`src/rtl/status_readback_pkg.sv`:
```
package status_readback_pkg;
  localparam int LANE_W = 8;
  localparam int POLL_OFS = 7;
  localparam int TOG_OFS = 6;

  function automatic logic is_poll_bit(input int idx);
    return (idx % LANE_W) == POLL_OFS;
  endfunction

  function automatic logic is_tog_bit(input int idx);
    return (idx % LANE_W) == TOG_OFS;
  endfunction
endpackage

```
`src/rtl/srb_access_det.sv`:
```
module srb_access_det (
  input  logic clk,
  input  logic rst_n,
  input  logic chip_sel_n,
  input  logic out_en_n,
  input  logic wr_en_n,
  input  logic busy,
  output logic rd_cond,
  output logic acc_start,
  output logic busy_rise
);
  logic cond_prev_q;
  logic busy_prev_q;

  assign rd_cond   = !chip_sel_n && !out_en_n && wr_en_n;
  assign acc_start = rd_cond && !cond_prev_q;
  assign busy_rise = busy && !busy_prev_q;

  always_ff @(posedge clk or negedge rst_n) begin
    if (!rst_n) begin
      cond_prev_q <= 1'b0;
      busy_prev_q <= 1'b0;
    end else begin
      cond_prev_q <= rd_cond;
      busy_prev_q <= busy;
    end
  end


  held_access_no_restart_chk: assert property (@(posedge clk) disable iff (!rst_n)
    rd_cond |=> (rd_cond -> !acc_start));
endmodule

```
`src/rtl/srb_toggle_trk.sv`:
```
module srb_toggle_trk (
  input  logic clk,
  input  logic rst_n,
  input  logic acc_start,
  input  logic busy,
  input  logic busy_rise,
  output logic tog_now
);
  logic tog_q;
  logic acc_tog_q;
  logic tog_eff;

  assign tog_eff = busy_rise ? 1'b0 : tog_q;
  assign tog_now = acc_start ? tog_eff : acc_tog_q;

  always_ff @(posedge clk or negedge rst_n) begin
    if (!rst_n) begin
      tog_q     <= 1'b0;
      acc_tog_q <= 1'b0;
    end else begin
      if (busy_rise)
        tog_q <= acc_start;
      else if (acc_start && busy)
        tog_q <= ~tog_q;
      if (acc_start)
        acc_tog_q <= tog_eff;
      else if (busy_rise)
        acc_tog_q <= 1'b0;
    end
  end


  toggle_flip_chk: assert property (@(posedge clk) disable iff (!rst_n)
    (acc_start && busy && !busy_rise) |=> (tog_q != $past(tog_q)));

  toggle_clear_chk: assert property (@(posedge clk) disable iff (!rst_n)
    (busy_rise && !acc_start) |=> (tog_q == 1'b0));

  toggle_frozen_chk: assert property (@(posedge clk) disable iff (!rst_n)
    !busy |=> $stable(tog_q));
endmodule

```
`src/rtl/srb_status_merge.sv`:
```
module srb_status_merge #(
  parameter int DATA_W = 16,
  parameter int ADDR_W = 16
) (
  input  logic [DATA_W-1:0] array_q,
  input  logic [ADDR_W-1:0] rd_addr,
  input  logic [ADDR_W-1:0] ld_addr,
  input  logic [DATA_W-1:0] ld_data,
  input  logic              busy,
  input  logic              tog_now,
  output logic [DATA_W-1:0] merged
);
  import status_readback_pkg::*;

  logic hit_last;
  assign hit_last = (rd_addr == ld_addr);

  for (genvar i = 0; i < DATA_W; i++) begin : g_bit
    if (is_poll_bit(i)) begin : g_poll
      assign merged[i] = (busy && hit_last) ? ~ld_data[i] : array_q[i];
    end else if (is_tog_bit(i)) begin : g_tog
      assign merged[i] = busy ? tog_now : array_q[i];
    end else begin : g_pass
      assign merged[i] = array_q[i];
    end
  end
endmodule

```
`src/rtl/status_readback.sv`:
```
module status_readback #(
  parameter int DATA_W = 16,
  parameter int ADDR_W = 16
) (
  input  logic              clk,
  input  logic              rst_n,
  input  logic              chip_sel_n,
  input  logic              out_en_n,
  input  logic              wr_en_n,
  input  logic [ADDR_W-1:0] rd_addr,
  input  logic [DATA_W-1:0] array_q,
  input  logic              prog_busy,
  input  logic [ADDR_W-1:0] ld_addr,
  input  logic [DATA_W-1:0] ld_data,
  output logic [DATA_W-1:0] bus_q,
  output logic              bus_drive
);
  logic rd_cond, acc_start, busy_rise, tog_now;
  logic [DATA_W-1:0] merged;

  srb_access_det u_det (
    .clk(clk), .rst_n(rst_n), .chip_sel_n(chip_sel_n), .out_en_n(out_en_n),
    .wr_en_n(wr_en_n), .busy(prog_busy), .rd_cond(rd_cond),
    .acc_start(acc_start), .busy_rise(busy_rise)
  );

  srb_toggle_trk u_tog (
    .clk(clk), .rst_n(rst_n), .acc_start(acc_start), .busy(prog_busy),
    .busy_rise(busy_rise), .tog_now(tog_now)
  );

  srb_status_merge #(.DATA_W(DATA_W), .ADDR_W(ADDR_W)) u_merge (
    .array_q(array_q), .rd_addr(rd_addr), .ld_addr(ld_addr), .ld_data(ld_data),
    .busy(prog_busy), .tog_now(tog_now), .merged(merged)
  );

  always_ff @(posedge clk or negedge rst_n) begin
    if (!rst_n) begin
      bus_drive <= 1'b0;
      bus_q     <= '0;
    end else begin
      bus_drive <= rd_cond;
      bus_q     <= rd_cond ? merged : '0;
    end
  end


  drive_on_read_chk: assert property (@(posedge clk) disable iff (!rst_n)
    (!chip_sel_n && !out_en_n && wr_en_n) |=> bus_drive);

  float_otherwise_chk: assert property (@(posedge clk) disable iff (!rst_n)
    !(!chip_sel_n && !out_en_n && wr_en_n) |=> (!bus_drive && bus_q == '0));

  true_data_idle_chk: assert property (@(posedge clk) disable iff (!rst_n)
    (bus_drive && !$past(prog_busy)) |-> (bus_q == $past(array_q)));

  poll_invert_chk: assert property (@(posedge clk) disable iff (!rst_n)
    (bus_drive && $past(prog_busy) && $past(rd_addr == ld_addr))
      |-> (bus_q[7] == ~$past(ld_data[7])));
endmodule

```
`config.mk`:
```
export PLATFORM = sky130hd
export DESIGN_NAME = status_readback
export DESIGN_NICKNAME = d
export VERILOG_FILES = /design/src/rtl/status_readback_pkg.sv /design/src/rtl/srb_access_det.sv /design/src/rtl/srb_toggle_trk.sv /design/src/rtl/srb_status_merge.sv /design/src/rtl/status_readback.sv
export SDC_FILE = /design/constraint.sdc
export NUM_CORES = 1
export LEC_CHECK = 0
export BUFFER_PORTS_ARGS = -buffer_cell sky130_fd_sc_hd__buf_2
export CAP_MARGIN = 10
export CELL_PAD_IN_SITES_DETAIL_PLACEMENT = 1
export CELL_PAD_IN_SITES_GLOBAL_PLACEMENT = 1
export CORE_MARGIN = 4
export CORE_UTILIZATION = 27
export CTS_CLUSTER_DIAMETER = 40
export DETAILED_ROUTE_END_ITERATION = 6
export GPL_TIMING_DRIVEN = 0
export HOLD_SLACK_MARGIN = 0.02
export PLACE_DENSITY = 0.82
export SYNTH_ARGS = -nofsm -noshare
export SYNTH_HDL_FRONTEND = slang
export SYNTH_HIERARCHICAL = 1
export SYNTH_SLANG_ARGS = --single-unit
```
`constraint.sdc`:
```
create_clock -name clk -period 2.05 [get_ports clk]
set_input_delay 0.41 -clock clk [delete_from_list [all_inputs] [get_ports clk]]
set_output_delay 0.41 -clock clk [all_outputs]
set_load 0.02 [all_outputs]
```
==> impl_metrics.env, run 1 <==
export IMPL_rsz0062_at_grt="false"
export IMPL_grt_util_all_layers_pct=11.3
export IMPL_whs_ps=94.0
export IMPL_synth_top_area_share_pct=49.7
export IMPL_cts_num_sinks=21
export IMPL_post_dp_hpwl_mm=2.54
export IMPL_fmax_mhz=587
export IMPL_synth_cell_types=23
export IMPL_ant_nets=0
export IMPL_setup_tns_ps=0
export IMPL_nets=226
export IMPL_critPathKind="reg2reg"
export IMPL_finalInstanceArea_um2=1460
export IMPL_hold_violations=0
export IMPL_path_cells="nor4b_2 > mux2_2 > nand2_1 > o21ai_0 > and2_2"
export IMPL_cts_hold_buf=0
export IMPL_ys_seq_area_share_pct=49.7
export IMPL_drive_above_1_share_pct=59.4
export IMPL_diodes=0
export IMPL_synthTopCellsByArea="dfrtp_1 (50%), xnor2_1 (9.9%), and2_2 (8.5%)"
export IMPL_slew_limit_headroom_pct=38.5
export IMPL_drc=0
export IMPL_insertion_delay_ps=260
export IMPL_grt_pass1_wl_mm=4.53
export IMPL_portBuffers=60
export IMPL_drv_slew=0
export IMPL_syn_nets=161
export IMPL_die_area_um2=4980
export IMPL_worst_slew_pin_slew_ps=921
export IMPL_status="complete, no violations"
export IMPL_place_gp_congestion=0.701
export IMPL_synth_edf_count=0
export IMPL_drtIter0Drc=2
export IMPL_firstDrtPassIters=4
export IMPL_cts_setup_buffers=0
export IMPL_crit_arrival_ps=1850
export IMPL_leakage_nw=0.817
export IMPL_max_cap_viol_count=0
export IMPL_routed_wl_mm=2.82
export IMPL_synth_common_cells="dfrtp_1 (21), and2_2 (12), buf_4 (12), xnor2_1 (12)"
export IMPL_clockBufferDepth=2
export IMPL_synthArstFlopShare_pct=100
export IMPL_slowest_delay_ps=490
export IMPL_grt_pass1_vias=1030
export IMPL_ioPinCount=87
export IMPL_post_dp_cell_area_um2=1420
export IMPL_skew_ps=1.03
export IMPL_numCtsBuffers=3
export IMPL_ir_worst_vdd_v=0.000425
export IMPL_end_kind="register"
export IMPL_grt_overflow=0
export IMPL_cts_root_buffer="clkbuf_8"
export IMPL_wire_per_inst_um=13.9
export IMPL_postSynthCellCount=91
export IMPL_ctsHtreeMaxLevel=1
export IMPL_coreArea_um2=3720
export IMPL_ys_seq_elements=21
export IMPL_yosys_most_used_dff="dfrtp_1"
export IMPL_critPathMaxFanout=4
export IMPL_antenna_found_initial=0
export IMPL_die_y_um=70.6
export IMPL_crit_required_ps=2200
export IMPL_synth_avg_cell_area_um2=11.6
export IMPL_placementRows=22
export IMPL_via_count=851
export IMPL_path_clk_slew_ps=80
export IMPL_cts_tree="yes"
export IMPL_cts_resized=0
export IMPL_setup_viol=0
export IMPL_netlist_area_um2=1060
export IMPL_powerDensity_nw_per_um2=579
export IMPL_synth_top_area_cell="dfrtp_1"
export IMPL_hold_path_class="in2async"
export IMPL_slowest_stage="nor4b_2"
export IMPL_area_growth_pct=38.5
export IMPL_finalCritPeriodShare_pct=83.0
export IMPL_period_minus_slack_ps=1700
export IMPL_die_x_um=70.6
export IMPL_rr_worst_depth=5
export IMPL_synthMostInstantiatedCell="dfrtp_1"
export IMPL_routed_via_density=4.19
export IMPL_startpoint_type="register"
export IMPL_synth_warning_count=6
export IMPL_grt_start_max_net_pins=22
export IMPL_start_util_pct=28.5
==> area by class of cell <==
cell class,instances,area [um2]
Fill cell,432,2250
Sequential cell,21,526
Multi-Input combinational cell,53,415
Timing Repair Buffer,60,300
Buffer,13,101
Tap cell,48,60.1
Clock buffer,3,41.3
Inverter,4,15.0
Clock inverter,1,5.00
==> through the flow <==
step	cells	util (%)	power, W	setup slack, ps
detailed placement	199	38.1	0.000597	175
CTS	203	39.4	0.000864	311
floorplan	91	-	0.000518	460
global placement	199	38.1	0.000586	246
finish	203	39.4	0.000847	348
global route	203	39.4	0.000902	222
==> sequential cells by signal, indices dropped and copies added, names as in the netlist <==
name               flops
u_det/busy_prev_q      1
u_tog/acc_tog_q        1
u_det/cond_prev_q      1
bus_drive              1
bus_q                 16
u_tog/tog_q            1
==> cell families (layout without fill, tap and decap cells) <==
logic type	count (synthesis)	in the layout	share of synthesized area [%]
AOI/OAI and AO/OA	3	3	1.89
DFF	21	21	49.7
buffers and inverters	17	81	11.0
muxes	4	4	3.91
xor gates and xnor gates	16	16	13.3
and+or+nand+nor	30	30	20.2
==> worst paths after layout <==
path | from | slack [ps] | endpoint
worst max-delay path | u_det/cond_prev_q | 350 | bus_q[14]
worst min-delay path | rst_n | 90 | bus_q[6]
worst max register to register | u_det/cond_prev_q | 350 | bus_q[14]
worst min register to register | u_det/busy_prev_q | 540 | u_tog/acc_tog_q
max in group asynchronous | rst_n | 1640 | bus_q[2]
min in group clk | prog_busy | 340 | u_det/busy_prev_q
==> layout by cell type, fill, tap and decap left out, drive strengths merged, types with 2 or more instances in the layout <==
cell type,n
nor2b,2
and2,16
xnor2,12
o21ai,2
mux2i,3
dfrtp,21
xor2,4
inv,4
nand4,3
clkbuf,3
buf,73
==> where the power goes <==
group,internal (W),leakage (nW),switching (W),total [W]
combinational,0.0000844,0.506,0.0000697,0.000154
sequential,0.000426,0.286,0.00000458,0.000431
clock,0.000135,0.0255,0.000127,0.000262
total,0.000646,0.817,0.000201,0.000847
==> critical path, delay by kind of cell, from the launching register on <==
kind | cells | cell delay [ps]
simple gates | 3 | 740
mux | 1 | 390
flops | 1 | 380
compound gates | 1 | 80
==> per-layer routing <==
metal / up-vias / global-route usage (%) / wire length [um]
met4: 0 / 0.626 / 0
met3: 0 / 4.12 / 193
li1: 409 / - / -
met2: 28 / 23.8 / 1770
met5: - / 0 / 0
met1: 414 / 10.5 / 860
No activity file was read; power rests on OpenSTA's default activity.
==> run 2: changes to the inputs <==
ABC_AREA = 1   (was default)
CORE_UTILIZATION = 24   (was 27)
PLACE_DENSITY = 0.77   (was 0.82)
clock period = 1.5 ns   (was 2.05 ns; I/O delays follow)
==> run 2 against run 1 <==
Via count grew 40%. Sequential power grew 39%. Worst hold slack gained 130 ps. First-iteration DRC count grew to 5.0 times the previous value. Flip-flop and latch count is the same. Clock power grew 36%. Core utilization shrank 5.9 points. Non-clock buffer count grew 2. Cell count grew 54%. Critical path depth grew 3.
==> impl_metrics.env, run 2 <==
export IMPL_end_kind="register"
export IMPL_wire_per_inst_um=9.62
export IMPL_path_cells="nor2_1 > inv_1 > nand3_1 > nand2_1 > nand2_1 > o21ai_0 > nand2_1 > inv_1"
export IMPL_setup_tns_ps=0
export IMPL_slowest_stage="dfrtp_1"
export IMPL_powerDensity_nw_per_um2=706
export IMPL_postSynthCellCount=178
export IMPL_synthArstFlopShare_pct=100
export IMPL_grt_pass1_wl_mm=4.80
export IMPL_via_count=1193
export IMPL_syn_nets=248
export IMPL_ant_nets=0
export IMPL_synth_avg_cell_area_um2=7.13
export IMPL_worst_slack_ps=325
export IMPL_pre_cts_ws_ps=176
export IMPL_whs_ps=228
export IMPL_synth_top_area_share_pct=41.4
export IMPL_place_gp_congestion=0.709
export IMPL_die_area_um2=6510
export IMPL_coreArea_um2=5110
export IMPL_rsz0062_at_grt="false"
export IMPL_worst_slew_pin_slew_ps=457
export IMPL_cts_setup_buffers=0
export IMPL_synth_edf_count=0
export IMPL_synth_common_cells="nand2_1 (61), inv_1 (45), dfrtp_1 (21)"
export IMPL_critPathMaxFanout=4
export IMPL_largest_reg_flops=16
export IMPL_grt_busiest_layer="met2"
export IMPL_cts_resized=0
export IMPL_synth_top_area_cell="dfrtp_1"
export IMPL_ctsHtreeMaxLevel=1
export IMPL_critical_path_top_delay_family="simple AND/OR/NAND/NOR gates"
export IMPL_diodes=0
export IMPL_routed_wl_mm=3.01
export IMPL_numCtsBuffers=3
export IMPL_path_clk_slew_ps=70
export IMPL_fmax_mhz=851
export IMPL_hp_start="array_q[12]"
export IMPL_grt_util_met3_pct=1.91
export IMPL_grt_pass1_vias=1210
export IMPL_ys_seq_elements=21
export IMPL_drc=0
export IMPL_area_growth_pct=34.9
export IMPL_rr_worst_depth=8
export IMPL_layout_cells_most_common="nand2_1"
export IMPL_met2_usage_pct=18.0
export IMPL_r2r_end="bus_q[6]"
export IMPL_reg2reg_slack_ps=330
export IMPL_ioPinCount=87
export IMPL_setup_viol=0
export IMPL_critPathKind="reg2reg"
export IMPL_die_y_um=80.7
export IMPL_antenna_found_initial=0
export IMPL_largest_register="bus_q"
export IMPL_crit_arrival_ps=1330
export IMPL_portBuffers=60
export IMPL_finalCritPeriodShare_pct=78.3
export IMPL_skew_ps=1.56
export IMPL_grt_start_max_net_pins=22
export IMPL_timing_rr_start="u_det/busy_prev_q"
export IMPL_synth_warning_count=6
export IMPL_slowest_delay_ps=360
export IMPL_post_dp_hpwl_mm=2.64
export IMPL_clockBufferDepth=2
export IMPL_firstDrtPassIters=4
export IMPL_startpoint_type="register"
export IMPL_grt_util_all_layers_pct=9.42
export IMPL_drtIter0Drc=10
export IMPL_synthTopCellsByArea="dfrtp_1 (41%), nand2_1 (18%), inv_1 (13%)"
export IMPL_synth_cell_types=19
export IMPL_period_minus_slack_ps=1170
export IMPL_insertion_delay_ps=250
export IMPL_cts_tree="yes"
export IMPL_netlist_area_um2=1270
export IMPL_hold_end="bus_q[12]"
export IMPL_grt_overflow=0
export IMPL_routed_via_density=3.81
export IMPL_status="complete, no violations"
export IMPL_leakage_nw=1.18
export IMPL_cts_num_sinks=21
export IMPL_use_met1_pct=9.81
export IMPL_final_util_pct=33.5
export IMPL_crit_required_ps=1650
export IMPL_crit_buf_inv=2
export IMPL_start_util_pct=24.8
export IMPL_hold_path_class="in2reg"
export IMPL_hold_violations=0
export IMPL_slew_limit_headroom_pct=69.6
export IMPL_cp_common_cell="nand2_1"
export IMPL_max_cap_viol_count=0
export IMPL_drv_slew=0
export IMPL_ys_seq_area_share_pct=41.4
export IMPL_yosys_most_used_dff="dfrtp_1"
export IMPL_ir_worst_vdd_v=0.000249
export IMPL_post_dp_cell_area_um2=1660
export IMPL_finalInstanceArea_um2=1710
export IMPL_synthMostInstantiatedCell="nand2_1"
export IMPL_most_common_layout_cells="nand2_1 (61), buf_2 (60), inv_1 (45)"
export IMPL_placementRows=26
export IMPL_holdPathStages=3
export IMPL_drive_above_1_share_pct=37.0
export IMPL_cts_root_buffer="clkbuf_8"
export IMPL_die_x_um=80.7
export IMPL_nets=314
[run 2: worst max-delay path by stage]
stage	startpoint	to	slack, ps	cells past startpoint
floorplan	out_en_n	bus_q[14]	450	10
global placement	prog_busy	bus_q[7]	230	10
detailed placement	prog_busy	bus_q[6]	180	10
CTS	u_det/busy_prev_q	bus_q[6]	300	8
global route	u_det/busy_prev_q	bus_q[6]	180	8
finish	u_det/busy_prev_q	bus_q[6]	330	8
[run 2: area by class of cell]
type,count,area [um2]
fill,677,3400
buffer,14,121
clock buffer,4,45.0
timing repair buffer,61,310
inverter,47,176
sequential,21,526
multi-input combinational,96,445
tap,70,87.6
[run 2: cell families (layout without fill, tap and decap cells)]
kind of cell    after synthesis  in the layout  share of synthesized area, %
simple gates                 89             89                          31.8
flops                        21             21                          41.4
buf+inv                      61            126                          23.5
compound gates                5              5                          1.97
xor+xnor                      2              2                          1.38
[run 2: repair_timing]
action                                  CTS  global route
endpoints found under the setup margin    0             0
hold endpoints to repair                 21             0
hold buffers                              1             0
[run 2: routing by layer]
metal  vias to the layer above  wire length [um]
met4                         0                46
met3                         4               241
met5                         -                 0
met1                       526              1160
li1                        623                 -
met2                        40              1570
[run 2: where the power goes]
part	total, W	switching, W	internal, W
combinational	0.000255	0.000135	0.000119
clock	0.000357	0.000168	0.000189
sequential	0.000597	0.00000883	0.000588
[run 2: through the flow]
step / cells / total power (W)
after floorplan: 178 / 0.000756
after global placement: 308 / 0.000858
after detailed placement: 308 / 0.000867
after CTS: 313 / 0.00123
after global routing: 313 / 0.00129
final: 313 / 0.00121
[run 2: worst reg2reg max path: stages (launching register included)]
cell	delay [ps]
dfrtp_1	360
nor2_1	180
inv_1	110
nand3_1	100
nand2_1	60
nand2_1	60
o21ai_0	80
nand2_1	80
inv_1	40
==> run 3: changes to the inputs <==
CORE_UTILIZATION = 27   (was 24)
PLACE_DENSITY = 0.82   (was 0.77)
clock period = 1.2 ns   (was 1.5 ns; I/O delays follow)
==> run 3 against run 2 <==
Final area shrank 0.80%. Critical path depth is the same. Setup slack lost 200 ps.
==> impl_metrics.env, run 3 (same netlist as run 2, synthesis figures left out) <==
export IMPL_cts_tree="yes"
export IMPL_pre_cts_ws_ps=-35.9
export IMPL_placed_cells=290
export IMPL_diodes=0
export IMPL_drive_above_1_share_pct=38.3
export IMPL_ant_nets=0
export IMPL_post_dp_hpwl_mm=2.73
export IMPL_coreArea_um2=4440
export IMPL_slowest_stage="dfrtp_1"
export IMPL_skew_ps=1.61
export IMPL_insertion_delay_ps=260
export IMPL_leakage_nw=1.18
export IMPL_critPathMaxFanout=4
export IMPL_whs_ps=161
export IMPL_cts_num_sinks=21
export IMPL_worst_slack_ps=130
export IMPL_layout_cells_most_common="nand2_1"
export IMPL_status="complete, no violations"
export IMPL_ir_worst_vdd_v=0.000325
export IMPL_slew_limit_headroom_pct=68.0
export IMPL_firstDrtPassIters=3
export IMPL_critPathKind="reg2reg"
export IMPL_period_minus_slack_ps=1070
export IMPL_startpoint_type="register"
export IMPL_path_clk_slew_ps=80
export IMPL_antenna_found_initial=0
export IMPL_drc=0
export IMPL_path_cells="nor2_4 > inv_1 > nand2_1 > nand2_1 > nand2_1 > o21ai_0 > nand2_1 > inv_1"
export IMPL_grt_util_all_layers_pct=11.0
export IMPL_drtIter0Drc=21
export IMPL_die_x_um=76.6
export IMPL_placementRows=24
export IMPL_via_count=1212
export IMPL_place_gp_congestion=0.720
export IMPL_crit_arrival_ps=1230
export IMPL_powerDensity_nw_per_um2=907
export IMPL_total_power_w=0.00154
export IMPL_largest_register="bus_q"
export IMPL_start_util_pct=28.5
export IMPL_routed_wl_mm=3.16
export IMPL_ctsHtreeMaxLevel=1
export IMPL_cp_common_cell="nand2_1"
export IMPL_grt_start_max_net_pins=22
export IMPL_portBuffers=60
export IMPL_ioPinCount=87
export IMPL_stdcell_count=295
export IMPL_routed_via_density=4.11
export IMPL_nets=314
export IMPL_fmax_mhz=934
export IMPL_setup_viol=0
export IMPL_slowest_delay_ps=400
export IMPL_clockBufferDepth=2
export IMPL_max_cap_viol_count=0
export IMPL_wire_per_inst_um=10.7
export IMPL_drv_slew=0
export IMPL_hold_violations=0
export IMPL_hold_path_class="in2reg"
export IMPL_die_area_um2=5860
export IMPL_die_y_um=76.6
export IMPL_finalCritPeriodShare_pct=89.2
export IMPL_grt_overflow=0
export IMPL_grt_pass1_vias=1218
export IMPL_numCtsBuffers=3
export IMPL_num_fill_cells=598
export IMPL_area_growth_pct=33.8
export IMPL_worst_slew_pin_slew_ps=480
export IMPL_end_kind="register"
export IMPL_crit_required_ps=1360
export IMPL_most_common_layout_cells="nand2_1 (61), buf_2 (60), inv_1 (44)"
export IMPL_cts_root_buffer="clkbuf_8"
export IMPL_grt_pass1_wl_mm=5.33
export IMPL_largest_reg_flops=16
==> run 3: cell count changes in the layout (fill, tap and decap cells not counted) <==
cell	before	now
clkinv_2	0	1
clkbuf_1	1	0
inv_1	45	44
inv_2	2	3
nor2_4	2	3
nor2_1	10	9
==> run 3: power by group <==
| group | switching (W) | leakage (nW) | internal [W] |
|---|---|---|---|
| logic | 0.000172 | 0.872 | 0.000150 |
| clock network | 0.000237 | 0.0255 | 0.000231 |
| registers | 0.0000132 | 0.284 | 0.000735 |
==> run 3: metrics by stage <==
stage	setup TNS [ps]	area (um2)	util, %
4_1_cts	0	1690	38.0
6_report	0	1700	38.2
5_1_grt	-9.23	1700	38.2
3_3_place_gp	0	1630	36.8
3_5_place_dp	-93.8	1630	36.8
2_1_floorplan	0	1270	-
==> run 3: what timing repair did <==
action	in CTS	in global routing
endpoints found under the hold margin	21	0
setup endpoints to repair	0	2
setup buffers	0	0
hold buffers	1	0
gates resized for setup	0	3
==> run 3: path summary, 6_finish.rpt <==
kind,slack [ps],start,end,depth (start not counted)
max,130,u_det/cond_prev_q,bus_q[14],8
min in group asynchronous,470,rst_n,bus_q[2],2
max reg2reg,130,u_det/cond_prev_q,bus_q[14],8
min reg2reg,540,u_tog/acc_tog_q,u_tog/acc_tog_q,2
max in group asynchronous,410,rst_n,bus_q[14],2
min,160,array_q[13],bus_q[13],3
==> run 3: routing by layer <==
metal | wire, um | vias up | part of all wire, % | GRT usage [%]
met1 | 1240 | 543 | 39 | 12.4
met2 | 1660 | 43 | 52 | 20.6
li1 | - | 620 | - | -
met4 | 56 | 0 | 1.8 | 3.80
met5 | 0 | - | 0 | 0
met3 | 209 | 6 | 6.6 | 2.13
==> run 3: area by class of cell <==
type	count	area, um2	share of cell area (%)
sequential	21	526	31.0
multi-input combinational	96	453	26.7
timing repair buffer	61	310	18.3
inverter	47	176	10.4
buffer	14	121	7.15
tap	52	65.1	3.83
clock buffer	3	41.3	2.43
clock inverter	1	5.00	0.295
==> run 3: worst max-delay path, delay by kind of cell, from the launching register on <==
kind / cells / cell delay [ps]
flip-flops: 1 / 400
AND/OR/NAND/NOR: 5 / 390
buffers and inverters: 2 / 100
AO/OA/AOI/OAI: 1 / 80
